[src/rtl/sspr_pkg.sv]
package sspr_pkg;
  // single-cycle strobes marking bit-clock transitions in the core domain
  typedef struct packed {
    logic rise;
    logic fall;
  } edge_stb_t;
endpackage

[src/rtl/sspr_bitclk_div.sv]
module sspr_bitclk_div
  import sspr_pkg::*;
#(
  parameter int DIV_W = 8
) (
  input  logic             clk,
  input  logic             rst_n,
  input  logic [DIV_W-1:0] half_i,
  output logic             bclk_o,
  output edge_stb_t        stb_o
);
  localparam logic [DIV_W-1:0] MIN_HALF = DIV_W'(2);
  localparam logic [DIV_W-1:0] ONE      = DIV_W'(1);

  logic [DIV_W-1:0] eff_half;
  logic [DIV_W-1:0] cnt_q, cnt_d;
  logic             bclk_q, bclk_d;
  edge_stb_t        stb_q, stb_d;
  logic             wrap;

  always_comb begin
    eff_half   = (half_i < MIN_HALF) ? MIN_HALF : half_i;
    wrap       = (cnt_q >= eff_half - ONE);
    cnt_d      = wrap ? '0 : cnt_q + ONE;
    bclk_d     = wrap ? ~bclk_q : bclk_q;
    stb_d.rise = wrap & ~bclk_q;
    stb_d.fall = wrap & bclk_q;
  end

  always_ff @(posedge clk or negedge rst_n) begin
    if (!rst_n) begin
      cnt_q  <= '0;
      bclk_q <= 1'b0;
      stb_q  <= '0;
    end else begin
      cnt_q  <= cnt_d;
      bclk_q <= bclk_d;
      stb_q  <= stb_d;
    end
  end

  assign bclk_o = bclk_q;
  assign stb_o  = stb_q;
endmodule

[src/rtl/sspr_edge_sync.sv]
module sspr_edge_sync
  import sspr_pkg::*;
#(
  parameter int STAGES = 2
) (
  input  logic      clk,
  input  logic      rst_n,
  input  logic      pin_i,
  output edge_stb_t stb_o
);
  localparam int SH_W = STAGES + 1;

  logic [SH_W-1:0] sh_q, sh_d;

  always_comb begin
    sh_d = {sh_q[SH_W-2:0], pin_i};
  end

  always_ff @(posedge clk or negedge rst_n) begin
    if (!rst_n) sh_q <= '0;
    else        sh_q <= sh_d;
  end

  // compare the last synchronized stage with the one behind it
  assign stb_o.rise = sh_q[SH_W-2] & ~sh_q[SH_W-1];
  assign stb_o.fall = ~sh_q[SH_W-2] & sh_q[SH_W-1];
endmodule

[src/rtl/sspr_tx_shift.sv]
module sspr_tx_shift #(
  parameter int WORD_W = 8
) (
  input  logic              clk,
  input  logic              rst_n,
  input  logic              rise_i,
  input  logic              int_clk_i,
  input  logic [WORD_W-1:0] data_i,
  input  logic              valid_i,
  output logic              ready_o,
  output logic              txd_o,
  output logic              oe_o
);
  localparam int              CNT_W = (WORD_W > 2) ? $clog2(WORD_W) : 1;
  localparam logic [CNT_W-1:0] LAST = CNT_W'(WORD_W - 1);
  localparam logic [CNT_W-1:0] ONE  = CNT_W'(1);

  logic [WORD_W-1:0] hold_q, hold_d;
  logic              hvld_q, hvld_d;
  logic [WORD_W-1:0] sh_q, sh_d;
  logic [CNT_W-1:0]  cnt_q, cnt_d;
  logic              act_q, act_d;
  logic              oe_q, oe_d;
  logic              accept;
  logic              hold_en, shift_en;

  always_comb begin
    hold_d   = hold_q;
    hvld_d   = hvld_q;
    sh_d     = sh_q;
    cnt_d    = cnt_q;
    act_d    = act_q;
    oe_d     = oe_q;
    accept   = valid_i & ~hvld_q;
    hold_en  = accept;
    shift_en = rise_i;
    if (accept) begin
      hold_d = data_i;
      hvld_d = 1'b1;
    end
    if (rise_i) begin
      if (act_q && (cnt_q != LAST)) begin
        sh_d  = {sh_q[WORD_W-2:0], 1'b0};
        cnt_d = cnt_q + ONE;
      end else if (hvld_q) begin
        // idle start, or the follower of a back-to-back pair
        sh_d   = hold_q;
        cnt_d  = '0;
        act_d  = 1'b1;
        oe_d   = 1'b1;
        hvld_d = 1'b0;
      end else if (act_q) begin
        act_d = 1'b0;
        if (int_clk_i) oe_d = 1'b0;
      end
    end
  end

  always_ff @(posedge clk or negedge rst_n) begin
    if (!rst_n) begin
      hold_q <= '0;
      hvld_q <= 1'b0;
      sh_q   <= '0;
      cnt_q  <= '0;
      act_q  <= 1'b0;
      oe_q   <= 1'b0;
    end else begin
      if (hold_en) hold_q <= hold_d;
      hvld_q <= hvld_d;
      if (shift_en) begin
        sh_q  <= sh_d;
        cnt_q <= cnt_d;
        act_q <= act_d;
        oe_q  <= oe_d;
      end
    end
  end

  assign ready_o = ~hvld_q;
  assign txd_o   = sh_q[WORD_W-1];
  assign oe_o    = oe_q;
endmodule

[src/rtl/sspr_rx_shift.sv]
module sspr_rx_shift #(
  parameter int WORD_W = 8
) (
  input  logic              clk,
  input  logic              rst_n,
  input  logic              fall_i,
  input  logic              enable_i,
  input  logic              rxd_i,
  output logic [WORD_W-1:0] data_o,
  output logic              valid_o
);
  localparam int              CNT_W = (WORD_W > 2) ? $clog2(WORD_W) : 1;
  localparam logic [CNT_W-1:0] LAST = CNT_W'(WORD_W - 1);
  localparam logic [CNT_W-1:0] ONE  = CNT_W'(1);

  logic [WORD_W-1:0] sh_q, sh_d;
  logic [CNT_W-1:0]  cnt_q, cnt_d;
  logic [WORD_W-1:0] dat_q, dat_d;
  logic              vld_q, vld_d;
  logic              dat_en;

  always_comb begin
    sh_d   = sh_q;
    cnt_d  = cnt_q;
    dat_d  = {sh_q[WORD_W-2:0], rxd_i};
    dat_en = 1'b0;
    vld_d  = 1'b0;
    if (!enable_i) begin
      cnt_d = '0;
    end else if (fall_i) begin
      sh_d = {sh_q[WORD_W-2:0], rxd_i};
      if (cnt_q == LAST) begin
        dat_en = 1'b1;
        vld_d  = 1'b1;
        cnt_d  = '0;
      end else begin
        cnt_d = cnt_q + ONE;
      end
    end
  end

  always_ff @(posedge clk or negedge rst_n) begin
    if (!rst_n) begin
      sh_q  <= '0;
      cnt_q <= '0;
      dat_q <= '0;
      vld_q <= 1'b0;
    end else begin
      sh_q  <= sh_d;
      cnt_q <= cnt_d;
      vld_q <= vld_d;
      if (dat_en) dat_q <= dat_d;
    end
  end

  assign data_o  = dat_q;
  assign valid_o = vld_q;
endmodule

[src/rtl/sspr_clock_router.sv]
module sspr_clock_router
  import sspr_pkg::*;
#(
  parameter int WORD_W   = 8,
  parameter int DIV_W    = 8,
  parameter int SYNC_STG = 2
) (
  input  logic              clk,
  input  logic              rst_n,
  input  logic              sync_mode,
  input  logic              tx_clk_int,
  input  logic              rx_clk_int,
  input  logic [DIV_W-1:0]  div_half,
  input  logic              serclk_in,
  output logic              serclk_out,
  output logic              serclk_oe,
  input  logic              auxclk_in,
  output logic              auxclk_out,
  output logic              auxclk_oe,
  input  logic [WORD_W-1:0] tx_data,
  input  logic              tx_valid,
  output logic              tx_ready,
  output logic              txd_out,
  output logic              txd_oe,
  input  logic              rx_enable,
  input  logic              rxd_in,
  output logic [WORD_W-1:0] rx_data,
  output logic              rx_valid
);
  localparam int N_EXT = 2;  // index 0: main pin, 1: auxiliary pin

  logic [1:0] rs_q;
  logic       rst_core_n;

  // asynchronous assertion, synchronous release
  always_ff @(posedge clk or negedge rst_n) begin
    if (!rst_n) rs_q <= 2'b00;
    else        rs_q <= {rs_q[0], 1'b1};
  end
  assign rst_core_n = rs_q[1];

  logic      int_bclk;
  edge_stb_t int_stb;
  edge_stb_t ext_stb [N_EXT];
  logic      ext_pin [N_EXT];
  edge_stb_t tx_stb, rx_stb;

  assign ext_pin[0] = serclk_in;
  assign ext_pin[1] = auxclk_in;

  sspr_bitclk_div #(.DIV_W(DIV_W)) u_div (
    .clk    (clk),
    .rst_n  (rst_core_n),
    .half_i (div_half),
    .bclk_o (int_bclk),
    .stb_o  (int_stb)
  );

  for (genvar gi = 0; gi < N_EXT; gi++) begin : g_ext
    sspr_edge_sync #(.STAGES(SYNC_STG)) u_sync (
      .clk   (clk),
      .rst_n (rst_core_n),
      .pin_i (ext_pin[gi]),
      .stb_o (ext_stb[gi])
    );
  end

  always_comb begin
    tx_stb = tx_clk_int ? int_stb : ext_stb[0];
    if (sync_mode)       rx_stb = tx_stb;
    else if (rx_clk_int) rx_stb = int_stb;
    else                 rx_stb = ext_stb[1];
  end

  assign serclk_oe  = tx_clk_int;
  assign serclk_out = tx_clk_int & int_bclk;
  assign auxclk_oe  = ~sync_mode & rx_clk_int;
  assign auxclk_out = auxclk_oe & int_bclk;

  sspr_tx_shift #(.WORD_W(WORD_W)) u_tx (
    .clk       (clk),
    .rst_n     (rst_core_n),
    .rise_i    (tx_stb.rise),
    .int_clk_i (tx_clk_int),
    .data_i    (tx_data),
    .valid_i   (tx_valid),
    .ready_o   (tx_ready),
    .txd_o     (txd_out),
    .oe_o      (txd_oe)
  );

  sspr_rx_shift #(.WORD_W(WORD_W)) u_rx (
    .clk      (clk),
    .rst_n    (rst_core_n),
    .fall_i   (rx_stb.fall),
    .enable_i (rx_enable),
    .rxd_i    (rxd_in),
    .data_o   (rx_data),
    .valid_o  (rx_valid)
  );
endmodule

[config.mk]
export PLATFORM = sky130hd
export DESIGN_NAME = sspr_clock_router
export DESIGN_NICKNAME = d
export VERILOG_FILES = /design/src/rtl/sspr_pkg.sv /design/src/rtl/sspr_bitclk_div.sv /design/src/rtl/sspr_edge_sync.sv /design/src/rtl/sspr_tx_shift.sv /design/src/rtl/sspr_rx_shift.sv /design/src/rtl/sspr_clock_router.sv
export SDC_FILE = /design/constraint.sdc
export NUM_CORES = 1
export LEC_CHECK = 0
export ABC_AREA = 1
export BUFFER_PORTS_ARGS = -buffer_cell sky130_fd_sc_hd__buf_2
export CORE_AREA = 5 5 82 84
export CTS_BUF_LIST = sky130_fd_sc_hd__clkbuf_4
export DETAILED_ROUTE_END_ITERATION = 16
export DIE_AREA = 0 0 87 89
export MAX_ROUTING_LAYER = met4
export PLACE_DENSITY = 0.7
export SLEW_MARGIN = 30
export SYNTH_ARGS = -nofsm -noshare
export SYNTH_HDL_FRONTEND = slang
export SYNTH_SLANG_ARGS = --single-unit
[constraint.sdc]
create_clock -name clk -period 2.15 [get_ports clk]
set_input_delay 0.1075 -clock clk [delete_from_list [all_inputs] [get_ports clk]]
set_output_delay 0.1075 -clock clk [all_outputs]
set_load 0.02 [all_outputs]
-- Word level (Yosys, flattened, before mapping)
Cells that the tools add are included.
- register bits: 60
- input port bits: 26
- output and inout bits: 16
- logic and storage cells: 73
- $add $sub $neg: 4
- magnitude comparators: 2
- equal/unequal tests: 3
- multiplexer cells: 23
- bitwise logic cells: 16
- reductions and logical operators: 8
- operators with widths (kind ; count):
    8-bit 2-to-1 mux ; 4
    3-bit 2-to-1 mux ; 5
    1-bit 2-to-1 mux ; 13
    1-bit bitwise AND ; 9
    8-bit by 1-bit adder with 8-bit output (second input constant) ; 1
    8-bit greater-or-equal comparator ; 1
    8-bit by 2-bit less-than comparator with 1-bit output (second input constant) ; 1
    8-bit by 1-bit subtractor with 8-bit output (second input constant) ; 1
    1-bit inverter ; 7
    3-bit by 1-bit adder with 3-bit output (second input constant) ; 2
    2-bit AND reduction ; 3
    2-bit nonzero test ; 3
    4-bit AND reduction ; 1
    3-bit equality test (second input constant) ; 1
    3-bit != test (second input constant) ; 1
    2-bit 2-to-1 mux ; 1
    2-bit by 1-bit != test with 1-bit output (second input constant) ; 1
    1-bit logical AND ; 1

-- Logic depth before layout (Yosys ltp)
- word-level depth: 6
- depth in mapped cells: 16
- depth with buffers taken out: 16

-- Hierarchy
Synthesis repeated with hierarchy kept, for this count alone.
- cell total of the unflattened synthesis: 348
- area total of the unflattened synthesis: 2982.9 µm²
- modules (own cells, without submodules) (module ; instances ; cells each ; area each (µm²)):
    sspr_tx_shift ; 1 ; 121 ; 1046.0
    sspr_rx_shift ; 1 ; 85 ; 809.5
    sspr_bitclk_div ; 1 ; 104 ; 805.8
    sspr_edge_sync ; 2 ; 7 ; 90.1
    sspr_clock_router ; 1 ; 24 ; 141.4

-- Least setup slack after synthesis
No wires, ideal clock.
- kind: input to register
- start point: input port div_half[5]
- end point: register u_div.bclk_q (netlist: u_div.bclk_o)
- library setup time: 0.065 ns
- data arrival time: 1.847 ns
- path slack: 0.238 ns
- cell stages on the path: 14
- cell sequence: inv_1 -> nand2_1 -> nor2_1 -> a21oi_1 -> ha_1 -> nand2_1 -> xor2_1 -> inv_1 -> ha_1 -> nand2_1 -> o21a_1 -> nand2_1 -> nand2_1 -> nand2_1
- cells in the longest elaborated chain, start to end: 4
- RTL lines (item ; RTL line ; text):
    start, declared ; sspr_clock_router.sv:13 ; input logic [DIV_W-1:0] div_half,
    8-bit by 2-bit less-than comparator with 1-bit output ; sspr_bitclk_div.sv:22 ; eff_half = (half_i < MIN_HALF) ? MIN_HALF : half_i;
    8-bit 2-to-1 mux (*) ; sspr_bitclk_div.sv:22 ;
    8-bit by 1-bit subtractor with 8-bit output (*) ; sspr_bitclk_div.sv:23 ; wrap = (cnt_q >= eff_half - ONE);
    8-bit greater-or-equal comparator (*) ; sspr_bitclk_div.sv:23 ;
    end signal, assigned ; sspr_bitclk_div.sv:37 ; bclk_q <= bclk_d;
    end, declared ; sspr_bitclk_div.sv:17 ; logic bclk_q, bclk_d;
Mark *: on every way between the ends. The rest lies on a longest branch, timed or not.
A chain may end at the register's enable or synchronous reset.

-- Worst setup path after layout
- start point: input port div_half[3]
- end point: register u_div.bclk_q (netlist: u_div.bclk_o)
Same word-level chain as after synthesis.

==> results.cfg <==
[global_routing]
antenna_found_initial = 0
grt_start_max_net_pins = 59
grt_pass1_wl_mm = 9.66
grt_overflow = 0
grt_usage_pct = 16.2
grt_pass1_vias = 2167

[placement]
place.gp.congestion = 0.886
dp_hpwl_mm = 3.89
placed_cell_area_sq_um = 3110
port_buffers = 41

[power_and_ir_drop]
p_per_area_nw_per_um2 = 1030
p_leak_nw = 1.82
power_mw = 3.47
irDropWorstVdd_uv = 733

[critical_path]
arrival_ps = 2130
crit_top_cell = nand2_1
worstPathMaxFanout = 9
crit_required_ps = 2470
slowest_stage = ha_1
start_kind = input port
cpPeakStageDelay_ps = 260
path_cells = buf_2 -> inv_1 -> nand2_1 -> nor2_1 -> nand2_1 -> nand2_1 -> ha_1 -> nand2_1 -> xor2_1 -> inv_1 -> ha_1 -> nand2_1 -> o21a_1 -> nand2_1 -> nand2_1 -> nand2_1
crit_path_end_kind = flip-flop
worst_r2r_path_depth = 8
critPathKind = in -> reg

[layout]
postLayoutCellArea_sq_um = 3380
fillCellCount = 546
multiInputGateArea_sq_um = 1170
nets = 401
drive_gt1_share_pct = 21.3
seqCellArea_sq_um = 1500
antenna_cells = 0
syn2layout_area_growth_pct = 18.3

[synthesis]
synth.top_cells.by_count = nand2_1, dfrtp_1, inv_1, nand3_1, nor2_1
yosys.area.top_type = dfrtp_1
syn_inst = 301
synth_top_area_share_pct = 52.6
ys_async_sr_fraction_pct = 100
yosysMostFrequentCell = nand2_1
syn_area_sq_um = 2860
syn_nets = 341
ys_seq_area_share_pct = 52.6
synthTopCellsByArea = dfrtp_1, nand2_1, ha_1
synth-edff-count = 0
ys_warn_count = 0
ys_seq_elements = 60
avgSynthCellArea_sq_um = 9.49
ys_types = 30
synthFlopType = dfrtp_1

[outcome]
status = finished, final reports clean

[drt]
wire_per_inst_microns = 12.1
antenna_left = 0
vias = 2130
routed_wl_mm = 5.35
drtIter0Drc = 79
first_pass_iters = 4
vias_per_cell = 4.83
drc = 0

[clock_network]
cts_made_buffers = 9
root_buffer = clkbuf_4
postCtsSetupBuffers = 0
htreeDepth = 3
clock_latency_ps = 380
cts.sinks = 60
clk_pin_slew_ps = 100
clockBufferDepth = 2
hold_buffers = 13
cts_tree = done
postCtsResizedCells = 0

[sta]
clock.fmax_mhz = 552
finalCritPeriodShare_pct = 84.2
fin_crit_ps = 1810
fin_skew_ps = 11.2
relSlewSlack_pct = 52.0
slew_violations = 0
worst_pin_slew_ps = 721
finalSetupViolations = 0
finalSetupTns_ps = 0
finalHoldViolCount = 0
rsz0062_at_grt = no

[floorplan]
num_io_pins = 42
die-height_microns = 89
die_x_microns = 87
row_count = 28
coreArea_sq_um = 5850
dieArea_sq_um = 7740
start_util_pct = 48.8

[job]
drv_cap = 0

[min_path]
hp-class = in -> async
==> worst paths after layout <==
| check | endpoint | start | slack, ps |
|---|---|---|---|
| worst min-delay path | rs_q[1] | rst_n | 30 |
| max in group asynchronous | u_tx.cnt_q[2] | rs_q[1] | 1270 |
| min in group clk | u_tx.oe_o | tx_clk_int | 100 |
| worst min register to register | rs_q[1] | rs_q[0] | 360 |
| worst max register to register | u_tx.sh_q[0] | u_tx.cnt_q[0] | 390 |
| worst max-delay path | u_div.bclk_o | div_half[3] | 340 |
==> flip-flops by register name (all words and copies together) (netlist names) <==
signal             flops
g_ext.u_sync.sh_q      6
rs_q                   2
u_div.bclk_o           1
u_div.cnt_q            8
u_div.stb_o            2
u_rx.cnt_q             3
u_rx.data_o            8
u_rx.sh_q              7
u_rx.valid_o           1
u_tx.act_q             1
u_tx.cnt_q             3
u_tx.hold_q            8
u_tx.hvld_q            1
u_tx.oe_o              1
u_tx.sh_q              8
==> worst max-delay path, delay by kind of cell <==
kind                     cells  cell delay, ps
buffers and inverters        3             240
AND/OR/NAND/NOR              9             970
AO/OA/AOI/OAI                1             210
XOR/XNOR                     1             130
adder cells (fa/ha/maj)      2             470
==> stage by stage <==
step	hold WS, ps	util (%)	setup slack, ps	std cells
floorplan	-188	-	238	301
detailed placement	-105	53.1	-52.0	412
finish	29.3	57.7	339	441
global placement	-106	53.1	21.7	412
CTS	7.01	57.7	363	441
global route	15.6	57.7	69.8	441
==> layer usage <==
layer  vias up  track usage (%)  share of wire (%)
met1       994             20.2                 45
met4         0             5.67                1.4
met3         7             3.50                3.3
met5         -                -                  0
met2        35             26.2                 51
li1       1094                -                  -
==> layout make-up <==
cell class / count / area share [%]
sequential: 60 / 44.5
multi-input combinational: 203 / 34.8
timing repair buffer: 56 / 10.4
inverter: 31 / 3.44
tap: 75 / 2.78
clock buffer: 10 / 2.22
clock inverter: 6 / 1.93
==> logic make-up (layout without fill, tap and decap cells) <==
family	count (synthesis)	after routing	synth area share, %
XOR/XNOR	9	9	2.76
adder cells (fa/ha/maj)	14	14	6.13
other	1	1	0.131
AO/OA/AOI/OAI	26	26	5.65
AND/OR/NAND/NOR	139	139	21.2
multiplexers	14	14	5.26
buffers and inverters	38	103	6.31
flip-flops	60	60	52.6
==> placed cells by master, fill, tap and decap left out <==
| cell type | count |
|---|---|
| nand2_1 | 83 |
| dfrtp_1 | 59 |
| buf_2 | 41 |
| inv_1 | 30 |
| nand3_1 | 19 |
| nor2_1 | 18 |
| ha_1 | 14 |
| dlygate4sd3_1 | 13 |
| o21ai_0 | 12 |
| nand4_1 | 10 |
| clkbuf_4 | 10 |
| a21oi_1 | 8 |
| mux2_2 | 8 |
| xor2_1 | 6 |
| mux2i_1 | 6 |
| clkinvlp_4 | 4 |
| nor3_1 | 3 |
| xnor2_1 | 3 |
| nand2_2 | 2 |
| o21ai_4 | 2 |
| buf_4 | 2 |
| o21a_1 | 1 |
| a21boi_0 | 1 |
| inv_2 | 1 |
| nand3_4 | 1 |
| nand2_4 | 1 |
| nor2_2 | 1 |
| o21ai_1 | 1 |
| o21ai_2 | 1 |
| or2_2 | 1 |
| bufinv_16 | 1 |
| clkinv_2 | 1 |
| conb_1 | 1 |
| dfrtp_2 | 1 |
==> power by group <==
group	internal (mW)	total (mW)	switching [mW]	leakage, nW
Sequential	1.46	1.69	0.235	0.761
Clock	0.365	0.791	0.427	0.0646
Combinational	0.437	0.983	0.545	0.994
Power figures use the tool's default switching activity.
